File: src/rtl/amem_pkg.sv
package amem_pkg;

    // Phases of one access; ST_IDLE must stay the all-zero code.
    typedef enum logic [2:0] {
        ST_IDLE   = 3'd0,
        ST_RHOLD  = 3'd1,
        ST_TURN   = 3'd2,
        ST_STROBE = 3'd3,
        ST_BHOLD  = 3'd4
    } amem_state_e;

endpackage

File: src/rtl/amem_cfg_dec.sv
module amem_cfg_dec #(
    parameter int CFG_W  = 32,
    parameter int WS_LSB = 6,
    parameter int WS_W   = 5,
    parameter int BH_LSB = 11,
    parameter int BH_W   = 3,
    parameter int RH_LSB = 18,
    parameter int RH_W   = 3
) (
    input  logic [CFG_W-1:0] cfg_word,
    output logic [WS_W-1:0]  wait_cnt,
    output logic [BH_W-1:0]  bus_hold,
    output logic [RH_W-1:0]  rd_hold
);
    assign wait_cnt = cfg_word[WS_LSB +: WS_W];
    assign bus_hold = cfg_word[BH_LSB +: BH_W];
    assign rd_hold  = cfg_word[RH_LSB +: RH_W];
endmodule

File: src/rtl/amem_phase_cnt.sv
module amem_phase_cnt #(
    parameter int CNT_W = 5
) (
    input  logic             clk,
    input  logic             rst_n,
    input  logic             load,
    input  logic [CNT_W-1:0] load_val,
    output logic             at_zero
);
    logic [CNT_W-1:0] cnt_d, cnt_q;

    always_comb begin
        cnt_d = cnt_q;
        if (load) begin
            cnt_d = load_val;
        end else if (cnt_q != '0) begin
            cnt_d = cnt_q - CNT_W'(1);
        end
    end

    always_ff @(posedge clk or negedge rst_n) begin
        if (!rst_n) begin
            cnt_q <= '0;
        end else begin
            cnt_q <= cnt_d;
        end
    end

    assign at_zero = (cnt_q == '0);
endmodule

File: src/rtl/amem_seq.sv
module amem_seq
    import amem_pkg::*;
#(
    parameter int AW     = 24,
    parameter int DW     = 32,
    parameter int CFG_W  = 32,
    parameter int WS_LSB = 6,
    parameter int WS_W   = 5,
    parameter int BH_LSB = 11,
    parameter int BH_W   = 3,
    parameter int RH_LSB = 18,
    parameter int RH_W   = 3
) (
    input  logic             clk,
    input  logic             rst_n,
    input  logic [CFG_W-1:0] cfg_word,
    input  logic             req_valid,
    input  logic             req_write,
    input  logic [AW-1:0]    req_addr,
    input  logic [DW-1:0]    req_wdata,
    output logic             req_ready,
    output logic             rsp_done,
    output logic [DW-1:0]    rsp_rdata,
    output logic [AW-1:0]    mem_addr,
    output logic             mem_sel_n,
    output logic             mem_rd_n,
    output logic             mem_wr_n,
    output logic [DW-1:0]    mem_dout,
    output logic             mem_doe,
    input  logic [DW-1:0]    mem_din
);
    localparam int BR_W  = (BH_W > RH_W) ? BH_W : RH_W;
    localparam int CNT_W = (WS_W > BR_W) ? WS_W : BR_W;

    typedef struct packed {
        amem_state_e     state;
        logic [AW-1:0]   addr;
        logic [AW-1:0]   pend_addr;
        logic [DW-1:0]   dout;
        logic [DW-1:0]   rdata;
        logic            doe;
        logic            sel_n;
        logic            rd_n;
        logic            wr_n;
        logic            done;
        logic            last_rd;
        logic            is_wr;
        logic [WS_W-1:0] ws;
        logic [BH_W-1:0] bh;
    } seq_t;

    seq_t r_d, r_q;

    logic [WS_W-1:0]  dec_ws;
    logic [BH_W-1:0]  dec_bh;
    logic [RH_W-1:0]  dec_rh;
    logic             cnt_load;
    logic [CNT_W-1:0] cnt_val;
    logic             cnt_zero;

    logic             go_strobe;
    logic [AW-1:0]    go_addr;
    logic             go_wr;
    logic [WS_W-1:0]  go_ws;
    logic             go_finish;

    amem_cfg_dec #(
        .CFG_W (CFG_W),
        .WS_LSB(WS_LSB), .WS_W(WS_W),
        .BH_LSB(BH_LSB), .BH_W(BH_W),
        .RH_LSB(RH_LSB), .RH_W(RH_W)
    ) cfg_dec_i (
        .cfg_word(cfg_word),
        .wait_cnt(dec_ws),
        .bus_hold(dec_bh),
        .rd_hold (dec_rh)
    );

    amem_phase_cnt #(
        .CNT_W(CNT_W)
    ) phase_cnt_i (
        .clk     (clk),
        .rst_n   (rst_n),
        .load    (cnt_load),
        .load_val(cnt_val),
        .at_zero (cnt_zero)
    );

    always_comb begin
        r_d       = r_q;
        r_d.done  = 1'b0;
        cnt_load  = 1'b0;
        cnt_val   = '0;
        go_strobe = 1'b0;
        go_addr   = r_q.pend_addr;
        go_wr     = r_q.is_wr;
        go_ws     = r_q.ws;
        go_finish = 1'b0;

        case (r_q.state)
            ST_IDLE: begin
                if (req_valid) begin
                    // latch the request and the timing fields together
                    r_d.is_wr     = req_write;
                    r_d.pend_addr = req_addr;
                    r_d.dout      = req_wdata;
                    r_d.ws        = dec_ws;
                    r_d.bh        = dec_bh;
                    if (!req_write && r_q.last_rd && (dec_rh != '0)) begin
                        r_d.state = ST_RHOLD;
                        cnt_load  = 1'b1;
                        cnt_val   = CNT_W'(dec_rh) - CNT_W'(1);
                    end else if (req_write && r_q.last_rd) begin
                        r_d.state = ST_TURN;
                    end else begin
                        go_strobe = 1'b1;
                        go_addr   = req_addr;
                        go_wr     = req_write;
                        go_ws     = dec_ws;
                    end
                end
            end
            ST_RHOLD: begin
                if (cnt_zero) begin
                    go_strobe = 1'b1;
                end
            end
            ST_TURN: begin
                go_strobe = 1'b1;
            end
            ST_STROBE: begin
                if (cnt_zero) begin
                    r_d.sel_n = 1'b1;
                    r_d.rd_n  = 1'b1;
                    r_d.wr_n  = 1'b1;
                    if (!r_q.is_wr) begin
                        r_d.rdata = mem_din;
                    end
                    if (r_q.bh != '0) begin
                        r_d.state = ST_BHOLD;
                        cnt_load  = 1'b1;
                        cnt_val   = CNT_W'(r_q.bh) - CNT_W'(1);
                    end else begin
                        go_finish = 1'b1;
                    end
                end
            end
            ST_BHOLD: begin
                if (cnt_zero) begin
                    go_finish = 1'b1;
                end
            end
            default: begin
                r_d.state = ST_IDLE;
            end
        endcase

        if (go_strobe) begin
            r_d.state = ST_STROBE;
            r_d.addr  = go_addr;
            r_d.sel_n = 1'b0;
            r_d.rd_n  = go_wr;
            r_d.wr_n  = !go_wr;
            r_d.doe   = go_wr;
            cnt_load  = 1'b1;
            cnt_val   = CNT_W'(go_ws);
        end

        if (go_finish) begin
            r_d.state   = ST_IDLE;
            r_d.doe     = 1'b0;
            r_d.done    = 1'b1;
            r_d.last_rd = !r_q.is_wr;
        end
    end

    always_ff @(posedge clk or negedge rst_n) begin
        if (!rst_n) begin
            r_q       <= '0;
            r_q.sel_n <= 1'b1;
            r_q.rd_n  <= 1'b1;
            r_q.wr_n  <= 1'b1;
        end else begin
            r_q <= r_d;
        end
    end

    assign req_ready = (r_q.state == ST_IDLE);
    assign rsp_done  = r_q.done;
    assign rsp_rdata = r_q.rdata;
    assign mem_addr  = r_q.addr;
    assign mem_sel_n = r_q.sel_n;
    assign mem_rd_n  = r_q.rd_n;
    assign mem_wr_n  = r_q.wr_n;
    assign mem_dout  = r_q.dout;
    assign mem_doe   = r_q.doe;

endmodule

File: config.mk
export PLATFORM = sky130hd
export DESIGN_NAME = amem_seq
export DESIGN_NICKNAME = d
export VERILOG_FILES = /design/src/rtl/amem_pkg.sv /design/src/rtl/amem_cfg_dec.sv /design/src/rtl/amem_phase_cnt.sv /design/src/rtl/amem_seq.sv
export SDC_FILE = /design/constraint.sdc
export NUM_CORES = 1
export LEC_CHECK = 0
export BUFFER_PORTS_ARGS = -buffer_cell sky130_fd_sc_hd__buf_2
export CORE_MARGIN = 4
export CORE_UTILIZATION = 45
export DETAILED_ROUTE_END_ITERATION = 6
export GPL_TIMING_DRIVEN = 0
export PLACE_DENSITY_LB_ADDON = 0.1
export SKIP_LAST_GASP = 1
export SYNTH_ARGS = -nofsm -noshare
export SYNTH_HDL_FRONTEND = slang
export SYNTH_HIERARCHICAL = 1
export SYNTH_SLANG_ARGS = --single-unit
export TNS_END_PERCENT = 50
File: constraint.sdc
create_clock -name clk -period 6.45 [get_ports clk]
set_clock_uncertainty 0.2 [all_clocks]
set_input_delay 0.645 -clock clk [delete_from_list [all_inputs] [get_ports clk]]
set_output_delay 0.645 -clock clk [all_outputs]
set_load 0.01 [all_outputs]
* Yosys cells after proc, flatten, opt, wreduce, memory -nomap -nowiden
Index checks and enable logic that the tools add are counted.
** Word-level totals
- Bits in registers :: 135
- Output and inout bits :: 94
- Bits of input ports :: 124
- Logic and storage cells :: 95
** Cells by class
- Muxes and demuxes :: 47
- Equality and inequality tests :: 9
- Bitwise gates (word level) :: 1
- $add $sub $neg :: 3
- Reductions and logical operators :: 20
** Operators by type and width (count)
- two-way mux 24 bit :: 4
- two-way mux 5 bit :: 11
- two-way mux 27 bit :: 1
- two-way mux 3 bit :: 8
- two-way mux 1 bit :: 16
- case mux 5 bit (2 select lines) :: 1
- case mux 3 bit (3 select lines) :: 1
- != test 4 bit, second input constant :: 2
- nonzero test 2 bit :: 4
- subtractor 3 x 1 -> 4 bit, second input constant :: 2
- equality test 3 x 2 -> 1 bit, second input constant :: 2
- nonzero test 3 bit :: 2
- logical NOT 5 bit :: 1
- != test 5 x 1 -> 1 bit, second input constant :: 1
- AND reduction 5 bit :: 1
- nonzero test 5 bit :: 1
- subtractor 5 x 1 -> 5 bit, second input constant :: 1
- two-way mux 4 bit :: 1
- != test 4 x 2 -> 1 bit, second input constant :: 1
- case mux 1 bit (2 select lines) :: 2
- AND reduction 2 bit :: 2
- equality test 3 x 1 -> 1 bit, second input constant :: 1
- equality test 3 bit, second input constant :: 1
- logical AND 1 bit :: 3
- 8 further kinds :: 10

* Longest topological paths before layout
- Depth in word-level cells :: 9
- Depth in mapped cells :: 11
- Mapped depth without buffers :: 9

* Hierarchy
Netlist, hierarchy kept.
** Modules (own cells, without submodules)
- amem_seq :: cells each 486, times used 1, sequential area each 3256.9 µm², area each 6020.8 µm²
- amem_phase_cnt :: cells each 27, times used 1, sequential area each 125.1 µm², area each 279.0 µm²
- amem_cfg_dec :: cells each 11, times used 1, sequential area each 0.0 µm², area each 82.6 µm²

* Worst setup path after synthesis
No wires, ideal clock.
- Kind :: input port to flip-flop
- From :: input port cfg_word[18]
- To :: register phase_cnt_i.cnt_q[4]
- Slack :: 3671 ps
- Buffers on the path :: 3
- Arrival :: 2441 ps
- Library setup time :: 138 ps
- Stages on the path :: 10
- Data required time :: 6112 ps
- Path through :: buf_4 inv_1 ha_1 or3b_2 a21boi_4 buf_2 nor2_1 nand3_1 clkbuf_1 o21ai_0
** On the way
- Cells in the longest elaborated chain, start to end :: 7
- Elaborated cells on any way between the ends :: 19
- Those cells by class :: add/sub (1); mux (15); reduce/logical (3)
** RTL lines
- from (decl) :: RTL line amem_seq.sv:16 : input logic [CFG_W-1:0] cfg_word,
- nonzero test 3 bit (*) :: RTL line amem_seq.sv:109 : if (!req_write && r_q.last_rd && (dec_rh != '0)) begin
- logical AND 1 bit (*) :: RTL line amem_seq.sv:109
- two-way mux 1 bit :: RTL line amem_seq.sv:109
- two-way mux 1 bit :: RTL line amem_seq.sv:102 : if (req_valid) begin
- case mux 1 bit (3 select lines) / case mux 1 bit (2 select lines) (equally long branches) :: RTL line amem_seq.sv:100 : case (r_q.state)
- two-way mux 1 bit (*) :: RTL line amem_seq.sv:158 : if (go_strobe) begin
- via cnt_load :: RTL line amem_seq.sv:57 : logic cnt_load;
- two-way mux 5 bit / nonzero test 2 bit (equally long branches)
- to (signal assigned) :: RTL line amem_phase_cnt.sv:25 : cnt_q <= cnt_d;
- to (decl) :: RTL line amem_phase_cnt.sv:10 : logic [CNT_W-1:0] cnt_d, cnt_q;
Mark *: on every way through the listed nets, which the timed path passes. The rest lies on a longest branch.
A chain may end at the register's enable or synchronous reset.

* Worst setup path in the final report
- From :: register phase_cnt_i.cnt_q[0]
- To :: register phase_cnt_i.cnt_q[3]
** On the way
- Cells in the longest elaborated chain, start to end :: 5
- Elaborated cells on any way between the ends :: 14
- Those cells by class :: add/sub (1); mux (10); reduce/logical (3)
** RTL lines
- logical NOT 5 bit (*) :: RTL line amem_phase_cnt.sv:29 : assign at_zero = (cnt_q == '0);
- via cnt_zero :: RTL line amem_seq.sv:59 : logic cnt_zero;
- two-way mux 1 bit, on equally long branches :: RTL line amem_seq.sv:124, amem_seq.sv:132
- case mux 1 bit (3 select lines) / case mux 1 bit (2 select lines) (equally long branches) :: RTL line amem_seq.sv:100
- two-way mux 1 bit (*) :: RTL line amem_seq.sv:158
- via cnt_load :: RTL line amem_seq.sv:57
- two-way mux 5 bit / nonzero test 2 bit (equally long branches)
Mark *: on every way through the listed nets, which the timed path passes. The rest lies on a longest branch. The select of a mux whose other input is x is not followed.

==> metrics <==
CP required=6.52 ns; Overflow after GRT=0; setup repair bufs after CTS=0; status=complete, no violations; Slew Viols, Final=0; CP Max Fanout=12; # IOs=218; CTS Buffer Depth=2; cell taking the most area after synthesis=dfrtp_1; Critical Path AT=3.29 ns; yosys warns=6; CTS buffer count=17; Fill cells=1,204; Die ar.=16,200 um2; # nets final=857; H-tree depth=4; largest family of logic cells by synthesized area=multiplexers; period utilization=49.9%; DRC Markers=0; PD cells=521 nW/um2; setup TNS=0 ns; final setup vio count=0; type of origin of the critical path=flip-flop; All-Layer GR Usage=17.7%; Tightest Hold Check Type=in -> reg; top area cells in the synthesized netlist=dfrtp_1, mux2_2, buf_4; Gate Count Post-Synth=524; 1st-pass router iterations=4; Starting DRT DRC Count=158; die height=127 um; gpl congestion=0.790; diode count=0; pre-CTS WS=3.22 ns; simple-gate area share of the yosys netlist=6.33%; post-synthesis mux area share=19.8%; Placed Area=7570 um2; footprint of the multi-input gates=2100 um2; Avg WL per Cell=14.8 um; Final Hold Viols=0; mapped cell area=6380 um2; leakage dissipation=0.00405 uW; fin area=8150 um2; CTS tree=built; antenna violations before repair=0; kind of critical path=reg -> reg; critical path capture point type=flip-flop; layout cells sized above 1=58.8%; Avg Cell Area, Syn=12.2 um2; Max VDD drop=0.221 mV; initial core utilization=46.0%; worst-margin pin slew=0.656 ns; clk slew on worst S/H paths=0.06 ns; drt total wl=13,600 um; distinct cell type count after synthesis=41; total power=4240 uW; number of cell rows=43; Seq/Total Area, Yosys=53.0%; XOR/XNOR share of the synthesized area=0.549%; Max Freq=0.311 GHz; min cycle time layout=3.22 ns; area growth from synthesis to layout=27.6%; Compound-Gate Fraction of Synth Area=5.61%; count of state elements after synthesis=135; share of the synthesized area in the top cell type=51.8%; clk_lat worst skew=0.41 ns; global-route wire length before repair=22,700 um; register area=3380 um2; Clk Tree Root Cell=clkbuf_16; largest net degree at the start of global routing=89; vias=4,373; Max Cap Viol=0; Placed Cells=890; Via density=4.74; DIE WIDTH=127 um; Synth Area in Adders=0.588%; RSZ-0062 raised after global routing=false; ANT nets after route=0; HPWL Detailed=10,000 um; Final WS setup=3.23 ns; core area=13,900 um2; vias in the first global route=4,693; CTS sink cnt=135; fin cells=922; Rel. slew slack=56.1%; IO Port Bufs=185; post-synth net total=651
==> layout make-up <==
cell class / count / share of cell area [%]
clock inverters: 8 / 0.875
clock buffers: 23 / 6.11
inverters: 9 / 0.415
repair buffers: 187 / 11.9
plain buffers: 121 / 10.6
flip-flops and latches: 135 / 41.5
well taps: 180 / 2.76
multi-input cells: 259 / 25.8
==> cells by family (layout without fill, tap and decap cells) <==
| group | Yosys count | count (layout) |
|---|---|---|
| AOI/OAI and AO/OA | 55 | 55 |
| xor gates and xnor gates | 4 | 4 |
| adders and majority gates | 3 | 3 |
| buffers and inverters | 130 | 348 |
| DFF | 135 | 135 |
| muxes | 115 | 115 |
| and+or+nand+nor | 82 | 82 |
==> placed cells by master (no fill, tap or decap), drive strengths merged, types with 3 or more instances in the layout <==
cell and count:
nand2b 3, clkinv 6, dfrtp 132, clkbuf 24
ha 3, nor4b 3, nor2 7, nand2 56
o21ai 33, mux2 91, a21oi 3, dfstp 3
mux2i 24, o31ai 4, xnor2 4, inv 9
buf 306, a221o 5
==> state kept, by name (all words and copies together) (netlist names) <==
name               cells
mem_addr              24
mem_doe                1
mem_dout              32
mem_rd_n               1
mem_sel_n              1
mem_wr_n               1
phase_cnt_i/cnt_q      5
r_q                   37
rsp_done               1
rsp_rdata             32
==> per-layer routing <==
| metal | up-vias | share of wire (%) | global-route usage, % |
|---|---|---|---|
| met2 | 151 | 46 | 27.5 |
| met1 | 2095 | 43 | 22.3 |
| li1 | 2105 | - | - |
| met3 | 22 | 8.4 | 6.02 |
| met4 | 0 | 2.0 | 8.20 |
| met5 | - | 0 | 0 |
==> repair_timing <==
| action | 4_1_cts | 5_1_grt |
|---|---|---|
| resized for setup | 0 | 0 |
| endpoints found under the hold margin | 47 | 0 |
| hold buffers | 1 | 0 |
| endpoints found under the setup margin | 0 | 0 |
==> worst max-delay path, stage by stage (launching register included) <==
cell	delay [ns]
dfrtp_1	0.37
inv_1	0.09
ha_1	0.23
nor4b_4	0.58
nand3b_1	0.18
a21oi_1	0.36
buf_2	0.34
nor2_1	0.13
nand3_1	0.10
clkbuf_1	0.34
o31ai_1	0.14
==> through the flow <==
stage               hold WS, ns  util, %
floorplan                 0.149        -
global placement          0.259     54.3
detailed placement        0.264     54.5
CTS                       0.206     58.7
global route              0.214     58.7
finish                    0.224     58.7
==> cells in the mapped netlist (all sizes together) <==
cell type	instances
nor3	2
xnor2	4
a32oi	2
and2	1
nand3b	1
nor4b	3
nor3b	1
nor2b	1
nand2b	3
nand4b	1
a221o	5
and3b	2
ha	3
nand3	1
inv	9
o31a	1
a21boi	1
nand2	56
dfstp	3
mux2	91
nor4	1
mux2i	24
o32ai	2
dfrtp	132
clkbuf	1
o31ai	4
o32a	1
o21ai	33
nor2	7
or3b	1
o22ai	2
a21oi	3
buf	120
or2	1
o41ai	1
==> power breakdown <==
group,switching (uW),internal (uW)
Combinational,772,1040
Clock,343,576
Sequential,227,1280
Total,1340,2900
==> path summary, 6_finish.rpt <==
check	from	cells after the start	to	slack, ns
min reg2reg	r_q[4]	2	r_q[4]	0.28
max	phase_cnt_i/cnt_q[0]	10	phase_cnt_i/cnt_q[3]	3.23
max in group asynchronous	rst_n	3	mem_addr[11]	4.72
max reg2reg	phase_cnt_i/cnt_q[0]	10	phase_cnt_i/cnt_q[3]	3.23
min	req_wdata[31]	3	mem_dout[31]	0.22
min in group asynchronous	rst_n	2	rsp_rdata[27]	0.53
Power figures use the tool's default switching activity.
